## src/rtl/i2c_addr_slave.sv

```systemverilog
module i2c_addr_slave #(
  parameter int AW = 10,
  parameter int DW = 8
) (
  input  logic          clk,
  input  logic          rst_n,
  input  logic          scl_i,
  input  logic          sda_i,
  output logic          sda_oe,
  input  logic [AW-1:0] own_addr,
  input  logic          ten_bit,
  input  logic          gc_en,
  input  logic          wr_buf,
  input  logic [DW-1:0] wr_data,
  input  logic          rd_buf,
  input  logic          irq_clr,
  input  logic          ovf_clr,
  output logic [DW-1:0] rd_data,
  output logic          start_flag,
  output logic          stop_flag,
  output logic          buf_full,
  output logic          overflow,
  output logic          tx_mode,
  output logic          irq
);
  localparam int CW = $clog2(DW + 1);
  localparam logic [CW-1:0] LAST = CW'(DW);

  typedef enum logic [2:0] {S_IDLE, S_ADDR1, S_ADDR2, S_RX, S_TX, S_SKIP} st_t;
  st_t state;

  logic [1:0] scl_sy, sda_sy;
  logic scl_s, sda_s, scl_q, sda_q;
  logic [DW-1:0] sr, buf_q;
  logic [CW-1:0] bitcnt;
  logic ack_phase, ack_drv, ten_ok;

  assign scl_s = scl_sy[1];
  assign sda_s = sda_sy[1];

  always_ff @(posedge clk or negedge rst_n)
    if (!rst_n) begin
      scl_sy <= 2'b11; sda_sy <= 2'b11; scl_q <= 1'b1; sda_q <= 1'b1;
    end else begin
      scl_sy <= {scl_sy[0], scl_i}; sda_sy <= {sda_sy[0], sda_i};
      scl_q <= scl_s; sda_q <= sda_s;
    end

  logic scl_rise, scl_fall, start_det, stop_det, active;
  assign scl_rise  = scl_s & ~scl_q;
  assign scl_fall  = ~scl_s & scl_q;
  assign start_det = scl_s & scl_q & sda_q & ~sda_s;
  assign stop_det  = scl_s & scl_q & ~sda_q & sda_s;
  assign active    = (state == S_ADDR1) || (state == S_ADDR2) || (state == S_RX) || (state == S_TX);

  logic m7, m10hi, gcall;
  assign m7    = sr[7:1] == own_addr[6:0];
  assign m10hi = sr[7:1] == {5'b11110, own_addr[AW-1:AW-2]};
  assign gcall = gc_en && (sr == '0);

  assign rd_data = buf_q;
  assign tx_mode = state == S_TX;
  assign sda_oe  = ack_drv | (tx_mode & ~ack_phase & ~sr[DW-1]);

  always_ff @(posedge clk or negedge rst_n)
    if (!rst_n) begin
      state <= S_IDLE; sr <= '0; buf_q <= '0; bitcnt <= '0;
      ack_phase <= 1'b0; ack_drv <= 1'b0; ten_ok <= 1'b0;
      start_flag <= 1'b0; stop_flag <= 1'b0;
      buf_full <= 1'b0; overflow <= 1'b0; irq <= 1'b0;
    end else begin
      if (wr_buf) begin
        buf_q <= wr_data;
        if (state == S_TX) sr <= wr_data;
      end
      if (rd_buf)  buf_full <= 1'b0;
      if (irq_clr) irq <= 1'b0;
      if (ovf_clr) overflow <= 1'b0;
      if (start_det) begin
        state <= S_ADDR1; bitcnt <= '0; ack_phase <= 1'b0; ack_drv <= 1'b0;
        start_flag <= 1'b1; stop_flag <= 1'b0;
      end else if (stop_det) begin
        state <= S_IDLE; ack_phase <= 1'b0; ack_drv <= 1'b0; ten_ok <= 1'b0;
        stop_flag <= 1'b1; start_flag <= 1'b0;
      end else if (active && scl_rise) begin
        if (bitcnt != LAST) begin
          if (state != S_TX) sr <= {sr[DW-2:0], sda_s};
          bitcnt <= bitcnt + 1'b1;
        end else begin
          bitcnt <= '0;
          if (state == S_TX && !ack_drv) begin
            if (sda_s) state <= S_SKIP;
            else       irq <= 1'b1;
          end
        end
      end else if (active && scl_fall) begin
        if (bitcnt == LAST && !ack_phase) begin
          ack_phase <= 1'b1;
          case (state)
            S_ADDR1:
              if (gcall) begin
                ack_drv <= 1'b1; state <= S_RX;
              end else if (!ten_bit) begin
                if (m7) begin
                  ack_drv <= 1'b1;
                  if (sr[0]) begin state <= S_TX; sr <= buf_q; end
                  else state <= S_RX;
                end else state <= S_SKIP;
              end else if (m10hi && !sr[0]) begin
                ack_drv <= 1'b1; state <= S_ADDR2;
              end else if (m10hi && ten_ok) begin
                ack_drv <= 1'b1; state <= S_TX; sr <= buf_q;
              end else state <= S_SKIP;
            S_ADDR2:
              if (sr == own_addr[DW-1:0]) begin
                ack_drv <= 1'b1; state <= S_RX; ten_ok <= 1'b1;
              end else state <= S_SKIP;
            S_RX:
              if (buf_full) overflow <= 1'b1;
              else begin
                buf_q <= sr; buf_full <= 1'b1; irq <= 1'b1; ack_drv <= 1'b1;
              end
            default: ;
          endcase
        end else if (ack_phase && bitcnt == '0) begin
          ack_phase <= 1'b0; ack_drv <= 1'b0;
        end else if (state == S_TX && bitcnt != '0 && bitcnt != LAST) begin
          sr <= {sr[DW-2:0], 1'b0};
        end
      end
    end

  a_r3_start_flag: assert property (@(posedge clk) disable iff (!rst_n)
    start_det |=> start_flag && !stop_flag);
  a_r3_stop_flag: assert property (@(posedge clk) disable iff (!rst_n)
    stop_det |=> stop_flag && !start_flag);
  a_r6_hold_buffer: assert property (@(posedge clk) disable iff (!rst_n)
    (buf_full && !wr_buf) |=> $stable(rd_data));
  a_r7_ovf_needs_full: assert property (@(posedge clk) disable iff (!rst_n)
    $rose(overflow) |-> $past(buf_full));
  a_r1_ack_on_low_scl: assert property (@(posedge clk) disable iff (!rst_n)
    $rose(ack_drv) |-> !scl_s);
endmodule

```

## config.mk

```make
export PLATFORM = sky130hd
export DESIGN_NAME = i2c_addr_slave
export DESIGN_NICKNAME = d
export VERILOG_FILES = /design/src/rtl/i2c_addr_slave.sv
export SDC_FILE = /design/constraint.sdc
export NUM_CORES = 1
export LEC_CHECK = 0
export BUFFER_PORTS_ARGS = -buffer_cell sky130_fd_sc_hd__buf_4
export CAP_MARGIN = 20
export CORE_AREA = 3 3 84 86
export CTS_CLUSTER_SIZE = 25
export DETAILED_ROUTE_END_ITERATION = 8
export DIE_AREA = 0 0 87 89
export GPL_TIMING_DRIVEN = 0
export PLACE_DENSITY = 0.64
export SYNTH_ARGS = -nofsm -noshare
export SYNTH_HDL_FRONTEND = slang
export SYNTH_SLANG_ARGS = --single-unit
```

## constraint.sdc

```tcl
create_clock -name clk -period 5.2 [get_ports clk]
set_input_delay 0.52 -clock clk [delete_from_list [all_inputs] [get_ports clk]]
set_output_delay 0.52 -clock clk [all_outputs]
set_load 0.03 [all_outputs]
```

# [Word-level counts from Yosys, hierarchy flattened]
# Index checks and enable logic that the tools add are counted.
# W data, S select, Z words.
[word_totals] word_cells=191 out_inout_bits=15 reg_bits=37 in_bits=28
[classes] bitwise_logic=17 reduce_logical=35 mux=101 eq_ne=21 n_addsub=1
[ops] operator="$mux W8" count=26
[ops] operator="$mux W1" count=55
[ops] operator="$mux W3" count=14
[ops] operator="$mux W4" count=4
[ops] operator="$reduce_bool A4 Y1" count=4
[ops] operator="$eq A7 B7 Y1" count=2
[ops] operator="$ne A4 B4 Y1 const B" count=3
[ops] operator="$reduce_and A6 Y1" count=2
[ops] operator="$reduce_bool A2 Y1" count=6
[ops] operator="$logic_and A1 B1 Y1" count=10
[ops] operator="$and A1 B1 Y1" count=9
[ops] operator="$eq A8 B8 Y1" count=1
[ops] operator="$logic_not A8 Y1" count=1
[ops] operator="$ne A8 B6 Y1 const B" count=1
[ops] operator="$reduce_and A8 Y1" count=1
[ops] operator="$ne A7 B7 Y1 const B" count=1
[ops] operator="$not A1 Y1" count=7
[ops] operator="$eq A3 B2 Y1 const B" count=2
[ops] operator="$ne A3 B3 Y1 const B" count=2
[ops] operator="$ne A6 B6 Y1 const B" count=1
[ops] operator="$pmux W3 S2" count=1
[ops] operator="$ne A5 B4 Y1 const B" count=1
[ops] operator="$ne A5 B5 Y1 const B" count=1
[ops] operator="$reduce_bool A5 Y1" count=1
[ops] operator="other kinds (14)" count=19

# [Depth between registers and ports, before layout]
# Gate-level depths: netlist (run 1).
[logic_depth] ltp_word=13 ltp_mapped=9 mapped_depth_nobuf=8

# [Worst setup path before layout (run 1)]
# OpenSTA, ideal clock, no wires.
[synth_timing] kind="register to register" start="register sr[3]" end="register sr[5]" setup_time_ns=0.090 stages_incl_launch_ff=9 path_slack_ns=2.992 path_buffers=2 t_arrival_ns=2.118 cell_sequence="dfrtp_1 buf_6 nand4b_4 or4_4 o2bb2a_4 buf_6 nor2_1 mux2_2 o221ai_1"
[synth_via] elab_chain_len=12
[synth_rtl] element="from (decl)" line_no="34" text="logic [DW-1:0] sr, buf_q;"
[synth_rtl] element="from (signal assigned)" line_no="74" text="if (state == S_TX) sr <= wr_data;"
[synth_rtl] element="from (signal assigned)" line_no="87" text="if (state != S_TX) sr <= {sr[DW-2:0], sda_s};"
[synth_rtl] element="from (signal assigned)" line_no="128" text="sr <= {sr[DW-2:0], 1'b0};"
[synth_rtl] element="$eq A7 B7 Y1" line_no="58" text="assign m10hi = sr[7:1] == {5'b11110, own_addr[AW-1:AW-2]};"
[synth_rtl] element="$logic_and A1 B1 Y1" line_no="111" text="end else if (m10hi && ten_ok) begin"
[synth_rtl] element="$mux W8" line_no="111"
[synth_rtl] element="$mux W8" line_no="109" text="end else if (m10hi && !sr[0]) begin"
[synth_rtl] element="$mux W8" line_no="103" text="end else if (!ten_bit) begin"
[synth_rtl] element="$mux W8 *" line_no="101" text="if (gcall) begin"
[synth_rtl] element="$mux W8 *" line_no="99" text="case (state)"
[synth_rtl] element="$mux W8 *" line_no="97" text="if (bitcnt == LAST && !ack_phase) begin"
[synth_rtl] element="$mux W8 *" line_no="96" text="end else if (active && scl_fall) begin"
[synth_rtl] element="$mux W8 *" line_no="85" text="end else if (active && scl_rise) begin"
[synth_rtl] element="$mux W8 *" line_no="82" text="end else if (stop_det) begin"
[synth_rtl] element="$mux W8 *" line_no="79" text="if (start_det) begin"
# Every way passes the cells marked *; elsewhere a longest branch is shown, timed or not.
# A chain may end at the register's enable or synchronous reset.

# [Worst setup path after layout (run 1)]
[layout_timing] start="register sr[1]" end="register sr[6]"
# The elaborated chain is that of the path after synthesis.

==> metrics.csv, run 1 <==
stage,metric,value,unit
status,run_status,finished clean,
route,detail_route.wl_per_cell,16.35,um
logic_synthesis,synthTopCellsByArea,"dfrtp_1, dfstp_2, a21oi_1",
layout,fillerInstances,617,
power_and_ir_drop,internal-power,0.7037,mW
timing,fmax,0.4033,GHz
floorplanning,die-width,87,um
layout,areaGrowthSynthToFinish,20.82,%
layout,final_cell_count_no_fill,406,
timing,max-slew-margin-rel,43.88,%
critical_path,worst-r2r-setup-slack,2.72,ns
timing,rsz0062_at_grt,false,
cts,worst_path_clk_slew,0.08,ns
layout,area_taken_by_multi_input_logic_gates,1418,um2
critical_path,r2r-start,sr[1]$_DFF_PN0_,
layout,leading_cell_type_in_the_layout_fill_and_taps_excluded,buf_4,
cts,cts_inserted_buffers,5,
grt,globalRouteTotalUtil,17.59,%
grt,grt_start_max_net_pins,38,
floorplanning,design.core.area,6350,um2
layout,final_cell_area,3020,um2
power_and_ir_drop,share_seq_of_total_power,32.9,%
power_and_ir_drop,switchingPower,0.4462,mW
route,drtPass1Iterations,4,
place,io_buffer_count,41,
logic_synthesis,synth_edf_count,0,
place,dpl_ws,2.703,ns
route,drt_first_iter_violations,176,
logic_synthesis,synthDistinctLibCells,57,
power_and_ir_drop,power_density,380.7,nW/um2
layout,antennaDiodeCount,0,
logic_synthesis,synthesis.nets,310,
logic_synthesis,async_reset_ff_share,100.0,%
grt,first_global_vias,2241,
timing,finalWorstSetupSlack,2.720,ns
logic_synthesis,netlist.top_cell.by_area,dfrtp_1,
logic_synthesis,netlist_instances,280,
route,wirelength,6638,um
critical_path,cell_at_the_slowest_stage_of_the_critical_path,or4_4,
timing,fin_tns_setup,0,ns
power_and_ir_drop,power.share.switching,38.80,%
cts,cts-root-to-sink-buffers,2,
cts,post-cts-setup-buffer-count,0,
critical_path,critPathLaunchType,flip-flop,
critical_path,worst-r2r-cell-count,8,
critical_path,cp_max_fo,8,
timing,final.period_utilization,47.69,%
cts,cts.sinks,37,
timing,final.setup_skew,0.004434,ns
timing,min_period,2.480,ns
floorplanning,die_h,89,um
floorplanning,design.portCount,43,
logic_synthesis,synth_flop_cell,dfrtp_1,
place,place.detailed.instances,398,
floorplanning,start_util,39.37,%
logic_synthesis,postSynthRegisterBits,37,
layout,final_net_count,358,
grt,grt_antenna_before_repair,0,
critical_path,endpoint_kind,flip-flop,
layout,seqCellArea,933.4,um2
cts,cts_tree,done,
critical_path,crit_type,flip-flop to flip-flop,
route,detail_route.vias_per_cell,5.638,
grt,grt_pass1_wl,10840,um
critical_path,cp_cell_sequence,clkbuf_1 > xor2_1 > or4_4 > o2bb2a_4 > buf_6 > nor2_1 > mux2_2 > o221ai_1,
cts,post_cts_hold_buffer_count,0,
timing,slew_viol_final,0,
place,postPlaceCellArea,2904,um2
cts,htree_num_levels,2,
timing,setup_viol_count_final,0,
cts,clk-insertion-delay-late,0.29,ns
critical_path,cp.required,5.40,ns
critical_path,critical_path.max_stage_delay,0.46,ns
floorplanning,die_area,7743,um2
timing,hold_viol,0,
power_and_ir_drop,clockPowerShare,23.0,%
route,antenna_left,0,
run,max_cap_viol_count,0,
power_and_ir_drop,p_leak,1.359,nW
logic_synthesis,seq_area_frac_synth,37.34,%
critical_path,critical_path.reg2reg.endpoint,sr[6]$_DFF_PN0_,
power_and_ir_drop,share_comb_of_total_power,44.1,%
cts,cts-resized-gates,0,
place,gp_routability_congestion,0.8918,
logic_synthesis,synth_area_per_inst,8.928,um2
power_and_ir_drop,ir_worst_vdd,0.1450,mV
worst_hold_path,worst_hold_path_type,input port to async pin,
logic_synthesis,yosys.area.top_type_share,31.03,%
route,number_of_drc_violations_after_detailed_routing,0,
critical_path,critical_path_arrival,2.68,ns
timing,max_slew.worst_pin.slew,0.8354,ns
floorplanning,number_of_rows_created_at_floorplan,29,
route,vias,2289,
layout,drive_above_1_share,24.92,%
logic_synthesis,synth.yosys.warnings,0,
layout,mostFrequentLayoutCells,"buf_4, nor2_1, dfrtp_1",
place,hpwl,4873,um
cts,cts.root.buffer_cell,clkbuf_8,
grt,grt_overflow_total,0,
layout,finish.utilization,47.57,%
logic_synthesis,synth.cell_area,2500,um2
## layer usage
metal	wire, um	track usage, %	vias up
li1	-	-	1112
met1	3035	24.44	1098
met2	3086	28.02	70
met3	434	2.765	9
met4	81	5.807	0
met5	0	0	-
## synth_stat cells (all sizes together), types with 2 or more instances
master	count
nand2b	4
a2111oi	2
a21o	4
o21a	2
o2bb2ai	2
buf	13
or4	2
nor4	8
a31oi	2
o31ai	8
xnor2	10
a221oi	5
inv	7
mux2i	12
or3	2
xor2	9
a21oi	28
nand3	10
mux2	3
dfrtp	31
dfstp	6
nor2	33
nor3	8
nand2	28
nand4b	2
o21ai	7
ha	2
clkbuf	7
o221ai	3
nand4	5
nor3b	2
or2	2
## how the worst max path moves through the flow
stage / cells past startpoint / end / start / slack (ns)
3_3_place_gp: 8 / sr[6]$_DFF_PN0_ / own_addr[9] / 2.76
5_1_grt: 7 / sr[2]$_DFF_PN0_ / state[0]$_DFFE_PN0P_ / 2.47
3_5_place_dp: 8 / sr[6]$_DFF_PN0_ / own_addr[9] / 2.70
4_1_cts: 7 / sr[3]$_DFF_PN0_ / state[1]$_DFFE_PN0P_ / 2.73
2_1_floorplan: 8 / sr[5]$_DFF_PN0_ / sr[3]$_DFF_PN0_ / 2.99
6_report: 8 / sr[6]$_DFF_PN0_ / sr[1]$_DFF_PN0_ / 2.72
## flip-flops by register name (all words and copies together), names as in the netlist
name / cells
scl_q: 1
bitcnt: 4
sda_q: 1
sr: 8
state: 3
ten_ok: 1
ack_phase: 1
stop_flag: 1
sda_sy: 2
scl_sy: 2
rd_data: 8
buf_full: 1
ack_drv: 1
overflow: 1
start_flag: 1
irq: 1
## area by class of cell
type | instances | share of cell area, %
buffer | 20 | 4.060
clock buffer | 7 | 2.858
clock inverter | 1 | 0.9942
inverter | 7 | 0.8699
multi-input combinational | 216 | 46.93
sequential | 37 | 30.90
tap | 77 | 3.190
timing repair buffer | 41 | 10.19
## worst max-delay path, delay by kind of cell (launching register included)
family / cells / cell delay [ns]
simple gates: 2 / 0.62
compound gates: 2 / 0.44
buf+inv: 2 / 0.50
mux: 1 / 0.37
flops: 1 / 0.32
xor+xnor: 1 / 0.13
## cells by family (layout without fill, tap and decap cells)
group	after synthesis	count (layout)	share of synthesized area (%)
buf+inv	27	76	5.955
fa+ha+maj	2	2	1.001
xor+xnor	19	19	6.657
mux	15	15	6.156
simple gates	111	111	23.52
flops	37	37	37.34
compound gates	69	69	19.37
## metrics by stage
stage | hold slack, ns | power (mW)
final | 0.1847 | 1.150
after global routing | 0.2134 | 1.228
after CTS | 0.1915 | 1.153
after detailed placement | 0.3493 | 0.8877
after global placement | 0.3463 | 0.8801
after floorplan | 0.2244 | 0.7539
## power groups by stage
stage | clock, mW | combinational, mW | sequential [mW]
after floorplan | 0 | 0.359 | 0.395
after global placement | 0 | 0.499 | 0.381
after detailed placement | 0 | 0.505 | 0.383
after CTS | 0.268 | 0.507 | 0.378
after global routing | 0.279 | 0.563 | 0.385
final | 0.264 | 0.507 | 0.379
Power figures use the tool's default switching activity.
==> run 2: changes to the inputs <==
--- a/config.mk
+++ b/config.mk
@@ -12,7 +12,7 @@
 export DETAILED_ROUTE_END_ITERATION = 8
 export DIE_AREA = 0 0 87 89
 export GPL_TIMING_DRIVEN = 0
-export PLACE_DENSITY = 0.64
+export PLACE_DENSITY = 0.67
 export SYNTH_ARGS = -nofsm -noshare
 export SYNTH_HDL_FRONTEND = slang
 export SYNTH_SLANG_ARGS = --single-unit
==> constraint.sdc (replaced) <==
create_clock -name clk -period 2.2 [get_ports clk]
set_input_delay 0.22 -clock clk [delete_from_list [all_inputs] [get_ports clk]]
set_output_delay 0.22 -clock clk [all_outputs]
set_load 0.03 [all_outputs]
==> metrics.csv, run 2 (synthesis gave the netlist of run 1 again) <==
stage,metric,value,unit,change
run,max_cap_viol_count,0,,unchanged
status,run_status,finished clean,,
route,wirelength,7451,um,+12%
timing,min_period,2.179,ns,-0.3005 ns
grt,globalRouteTotalUtil,19.26,%,+1.7 points
place,io_buffer_count,41,,unchanged
route,vias,2452,,+7.1%
critical_path,cell_at_the_slowest_stage_of_the_critical_path,dfrtp_1,,
route,drt_first_iter_violations,304,,+73%
timing,rsz0062_at_grt,true,,
route,number_of_drc_violations_after_detailed_routing,0,,unchanged
cts,cts.root.buffer_cell,clkbuf_8,,
layout,fillerInstances,580,,-6.0%
cts,worst_path_clk_slew,0.08,ns,about the same
route,drtPass1Iterations,5,,+1
timing,fmax,0.4589,GHz,+14%
timing,final.period_utilization,99.06,%,+51 points
layout,leading_cell_type_in_the_layout_fill_and_taps_excluded,buf_4,,
floorplanning,die_h,89,um,unchanged
place,gp_routability_congestion,0.9181,,+2.9%
floorplanning,die-width,87,um,unchanged
critical_path,critPathLaunchType,flip-flop,,
route,detail_route.vias_per_cell,5.769,,+2.3%
layout,area_taken_by_multi_input_logic_gates,1605,um2,+13%
critical_path,cp.buffers_inverters,0,,-2
route,detail_route.wl_per_cell,17.53,um,+7.2%
route,antenna_left,0,,unchanged
critical_path,critical_path.max_stage_delay,0.51,ns,+0.05 ns
timing,fin_tns_setup,0,ns,unchanged
critical_path,endpoint_kind,flip-flop,,
place,place.detailed.instances,398,,unchanged
grt,grt_start_max_net_pins,38,,unchanged
layout,antennaDiodeCount,0,,unchanged
critical_path,cp_max_fo,8,,unchanged
timing,hold_viol,0,,unchanged
floorplanning,design.core.area,6350,um2,unchanged
layout,areaGrowthSynthToFinish,36.44,%,
grt,grt_pass1_wl,11610,um,+7.1%
place,hpwl,5039,um,+3.4%
cts,cts_inserted_buffers,5,,unchanged
cts,clk-insertion-delay-late,0.30,ns,about the same
cts,cts_tree,done,,
grt,grt_antenna_before_repair,0,,unchanged
timing,setup_viol_count_final,0,,unchanged
critical_path,crit_type,flip-flop to flip-flop,,
layout,mostFrequentLayoutCells,"buf_4, nor2_1, dfrtp_1",,
floorplanning,number_of_rows_created_at_floorplan,29,,unchanged
timing,max-slew-margin-rel,53.80,%,+9.9 points
timing,max_slew.worst_pin.slew,0.6929,ns,-0.1424 ns
worst_hold_path,worst_hold_path_type,input port to flip-flop,,
timing,slew_viol_final,0,,unchanged
layout,seqCellArea,934.6,um2,+0.13%
critical_path,timing.critical_path.max_delay_family,compound AO/OA/AOI/OAI gates,,
power_and_ir_drop,ir_worst_vdd,0.5317,mV,+270%
cts,cts.sinks,37,,unchanged
layout,final_cell_count_no_fill,425,,+4.7%
floorplanning,die_area,7743,um2,unchanged
timing,hold-worst-slack,0.02545,ns,-0.1593 ns
critical_path,worst-r2r-setup-slack,0.02,ns,-2.70 ns
layout,drive_above_1_share,36.78,%,+12 points
floorplanning,design.portCount,43,,unchanged
place,postPlaceCellArea,2907,um2,about the same
critical_path,cp.required,2.39,ns,-3.01 ns
layout,final_net_count,377,,+5.3%
floorplanning,start_util,39.37,%,unchanged
power_and_ir_drop,power_density,907.4,nW/um2,+140%
cts,htree_num_levels,2,,unchanged
cts,cts-root-to-sink-buffers,2,,unchanged
timing,final.setup_skew,0.003439,ns,-0.0009943 ns
critical_path,cp_cell_sequence,xor2_1 > or4_4 > a21o_1 > a2111oi_4 > o21ai_1 > mux2_4,,
layout,final_cell_area,3411,um2,+13%
grt,grt_overflow_total,0,,unchanged
power_and_ir_drop,p_leak,1.506,nW,+11%
grt,first_global_vias,2325,,+3.7%
critical_path,critical_path_arrival,2.36,ns,-0.32 ns
==> run 2: worst paths after layout <==
| kind | cells after the start | endpoint | startpoint |
|---|---|---|---|
| max | 6 | state[0]$_DFFE_PN0P_ | sr[1]$_DFF_PN0_ |
| min | 1 | scl_sy[0]$_DFF_PN1_ | scl_i |
| max in group asynchronous | 2 | sda_q$_DFF_PN1_ | rst_n |
| min in group asynchronous | 2 | rd_data[2]$_DFF_PN0_ | rst_n |
| max reg2reg | 6 | state[0]$_DFFE_PN0P_ | sr[1]$_DFF_PN0_ |
| min reg2reg | 0 | scl_sy[1]$_DFF_PN1_ | scl_sy[0]$_DFF_PN1_ |
==> run 2: routing by layer <==
metal	wire (um)	share of wire, %	GRT usage [%]
met3	467	6.3	3.410
met4	160	2.1	6.516
met5	0	0	0
met1	3236	43	26.67
met2	3586	48	30.43
==> run 2: where the power goes <==
part	switching, mW	total, mW	internal, mW
logic	0.820	1.44	0.624
clock network	0.259	0.709	0.450
registers	0.125	0.941	0.817
total	1.20	3.09	1.89
==> run 2: area by class of cell <==
class                      count  share of cell area (%)
timing repair buffer          65                   14.78
clock inverter                 3                   1.908
clock buffer                   5                   2.018
inverter                       7                  0.8437
tap                           77                   2.825
buffer                        15                   3.155
multi-input combinational    216                   47.07
sequential                    37                   27.40
==> run 2: stage by stage <==
step                setup slack [ns]  total power, mW  util, %
finish                       0.02078            3.095    53.71
global route                -0.09970            3.289    53.71
CTS                        0.0006630            2.918    50.58
detailed placement           -0.2368            2.113    45.77
global placement             -0.1976            2.087    45.77
floorplan                    0.02924            1.784        -
==> run 2: repair_timing <==
item,in CTS,in global routing
setup buffers,7,15
hold endpoints to repair,31,0
resized for setup,26,19
gates cloned,0,1
pin swaps,9,10
hold buffers,1,0
endpoints found under the setup margin,22,22
==> run 3: changes to the inputs <==
--- a/config.mk
+++ b/config.mk
@@ -12,7 +12,7 @@
 export DETAILED_ROUTE_END_ITERATION = 8
 export DIE_AREA = 0 0 87 89
 export GPL_TIMING_DRIVEN = 0
-export PLACE_DENSITY = 0.67
+export PLACE_DENSITY_LB_ADDON = 0.12
 export SYNTH_ARGS = -nofsm -noshare
 export SYNTH_HDL_FRONTEND = slang
 export SYNTH_SLANG_ARGS = --single-unit
==> metrics.csv, run 3 (synthesis gave the netlist of run 1 again) <==
stage,metric,value,unit,change
grt,grt.met1_usage,26.53,%,-0.14 points
grt,grt_antenna_before_repair,0,,unchanged
timing,setup_viol_count_final,0,,unchanged
layout,leading_cell_type_in_the_layout_fill_and_taps_excluded,buf_4,,
grt,grt_pass1_wl,11470,um,-1.2%
cts,htree_num_levels,2,,unchanged
layout,final_net_count,383,,+1.6%
power_and_ir_drop,ir_worst_vdd,0.5878,mV,+11%
grt,grt_start_max_net_pins,38,,unchanged
timing,final.period_utilization,99.21,%,+0.15 points
floorplanning,start_util,39.37,%,unchanged
run,max_cap_viol_count,0,,unchanged
layout,seqCellArea,935.9,um2,+0.13%
timing,max-slew-margin-rel,54.94,%,+1.1 points
route,vias,2420,,-1.3%
power_and_ir_drop,power_density,882.5,nW/um2,-2.7%
floorplanning,die_area,7743,um2,unchanged
critical_path,endpoint_kind,flip-flop,,
timing,slew_viol_final,0,,unchanged
route,antenna_left,0,,unchanged
critical_path,timing.critical_path.max_delay_family,simple AND/OR/NAND/NOR gates,,
cts,cts_inserted_buffers,5,,unchanged
cts,cts.root.buffer_cell,clkbuf_8,,
grt,globalRouteTotalUtil,18.94,%,-0.32 points
place,dpl_ws,-0.2425,ns,-0.005775 ns
route,detail_route.vias_per_cell,5.615,,-2.7%
cts,cts_tree,done,,
grt,grt_overflow_total,0,,unchanged
timing,hold-worst-slack,0.03103,ns,+0.005575 ns
critical_path,cell_at_the_slowest_stage_of_the_critical_path,or4_4,,
place,hpwl,4941,um,-1.9%
timing,min_period,2.183,ns,+0.003295 ns
cts,clk-insertion-delay-late,0.30,ns,about the same
critical_path,cp_max_fo,7,,-1
route,drtPass1Iterations,4,,-1
critical_path,crit_type,flip-flop to flip-flop,,
layout,mostFrequentLayoutCells,"buf_4, nor2_1, dfrtp_1",,
critical_path,cp.required,2.40,ns,about the same
cts,worst_path_clk_slew,0.08,ns,about the same
layout,final_cell_count_no_fill,431,,+1.4%
layout,areaGrowthSynthToFinish,36.69,%,
worst_hold_path,worst_hold_path_type,input port to flip-flop,,
timing,finalWorstSetupSlack,0.01749,ns,-0.003295 ns
timing,fmax,0.4582,GHz,-0.15%
grt,first_global_vias,2257,,-2.9%
timing,rsz0062_at_grt,true,,
critical_path,critPathLaunchType,flip-flop,,
floorplanning,number_of_rows_created_at_floorplan,29,,unchanged
place,gp_routability_congestion,0.9048,,-1.4%
place,postPlaceCellArea,2907,um2,unchanged
place,place.detailed.instances,398,,unchanged
floorplanning,die_h,89,um,unchanged
layout,area_taken_by_multi_input_logic_gates,1587,um2,-1.2%
timing,hold_viol,0,,unchanged
status,run_status,finished clean,,
grt,globalRoute.busiestLayer,met2,,
timing,max_slew.worst_pin.slew,0.6759,ns,-0.01702 ns
critical_path,critical_path.max_stage_delay,0.55,ns,+0.04 ns
floorplanning,design.portCount,43,,unchanged
layout,fillerInstances,587,,+1.2%
layout,antennaDiodeCount,0,,unchanged
route,wirelength,7291,um,-2.1%
critical_path,cp_cell_sequence,buf_6 > nand4b_4 > or4_4 > o2bb2a_4 > nor3_4 > buf_4 > a221oi_1 > o31ai_1,,
route,detail_route.wl_per_cell,16.92,um,-3.5%
critical_path,critical_path_arrival,2.38,ns,+0.02 ns
critical_path,cp.buffers_inverters,2,,+2
floorplanning,design.core.area,6350,um2,unchanged
route,number_of_drc_violations_after_detailed_routing,0,,unchanged
timing,fin_tns_setup,0,ns,unchanged
cts,cts.sinks,37,,unchanged
power_and_ir_drop,finalPower,3.015,mW,-2.6%
layout,finish.utilization,53.81,%,+0.099 points
route,drt_first_iter_violations,259,,-15%
timing,final.setup_skew,0.009197,ns,+0.005757 ns
grt,grt_util_met3,2.857,%,-0.55 points
layout,drive_above_1_share,37.57,%,+0.79 points
layout,final_cell_area,3417,um2,+0.18%
power_and_ir_drop,p_leak,1.505,nW,about the same
floorplanning,die-width,87,um,unchanged
grt,grt.met2_usage,30.43,%,unchanged
cts,cts-root-to-sink-buffers,2,,unchanged
place,io_buffer_count,41,,unchanged
==> run 3: changes by cell type in the layout (fill, tap and decap cells not counted), sizes merged <==
cell	delta
buf	+8
bufinv	-1
clkinv	-1
==> run 3: power breakdown <==
group	switching, mW	internal [mW]	leakage [nW]
Combinational	0.803	0.651	0.995
Sequential	0.116	0.819	0.452
Clock	0.257	0.370	0.0585
==> run 3: path summary, 6_finish.rpt <==
path / depth (start not counted) / startpoint / end / slack [ns]
worst min-delay path: 1 / sda_i / sda_sy[0]$_DFF_PN1_ / 0.03
worst max-delay path: 8 / sr[5]$_DFF_PN0_ / sr[7]$_DFF_PN0_ / 0.02
max in group asynchronous: 2 / rst_n / sda_sy[0]$_DFF_PN1_ / 1.40
min in group asynchronous: 2 / rst_n / overflow$_DFF_PN0_ / 0.42
worst min register to register: 0 / sda_sy[0]$_DFF_PN1_ / sda_sy[1]$_DFF_PN1_ / 0.36
worst max register to register: 8 / sr[5]$_DFF_PN0_ / sr[7]$_DFF_PN0_ / 0.02
==> run 3: what timing repair did <==
action / 4_1_cts / 5_1_grt
endpoints found under the setup margin: 23 / 22
setup buffers: 8 / 22
hold endpoints to repair: 31 / 0
hold buffers: 1 / 0
pin swaps: 8 / 12
gates resized for setup: 22 / 23
==> run 3: routing by layer <==
metal / up-vias / wire [um]
met4: 0 / 80
met2: 94 / 3463
met3: 9 / 476
li1: 1160 / -
met1: 1157 / 3271
met5: - / 0
==> run 3: cell type report <==
class / count / share of cell area, %
clock buffers: 7 / 2.527
repair buffers: 72 / 15.89
well taps: 77 / 2.819
plain buffers: 14 / 3.222
multi-input cells: 216 / 46.43
clock inverters: 1 / 0.8788
flip-flops and latches: 37 / 27.39
inverters: 7 / 0.8422
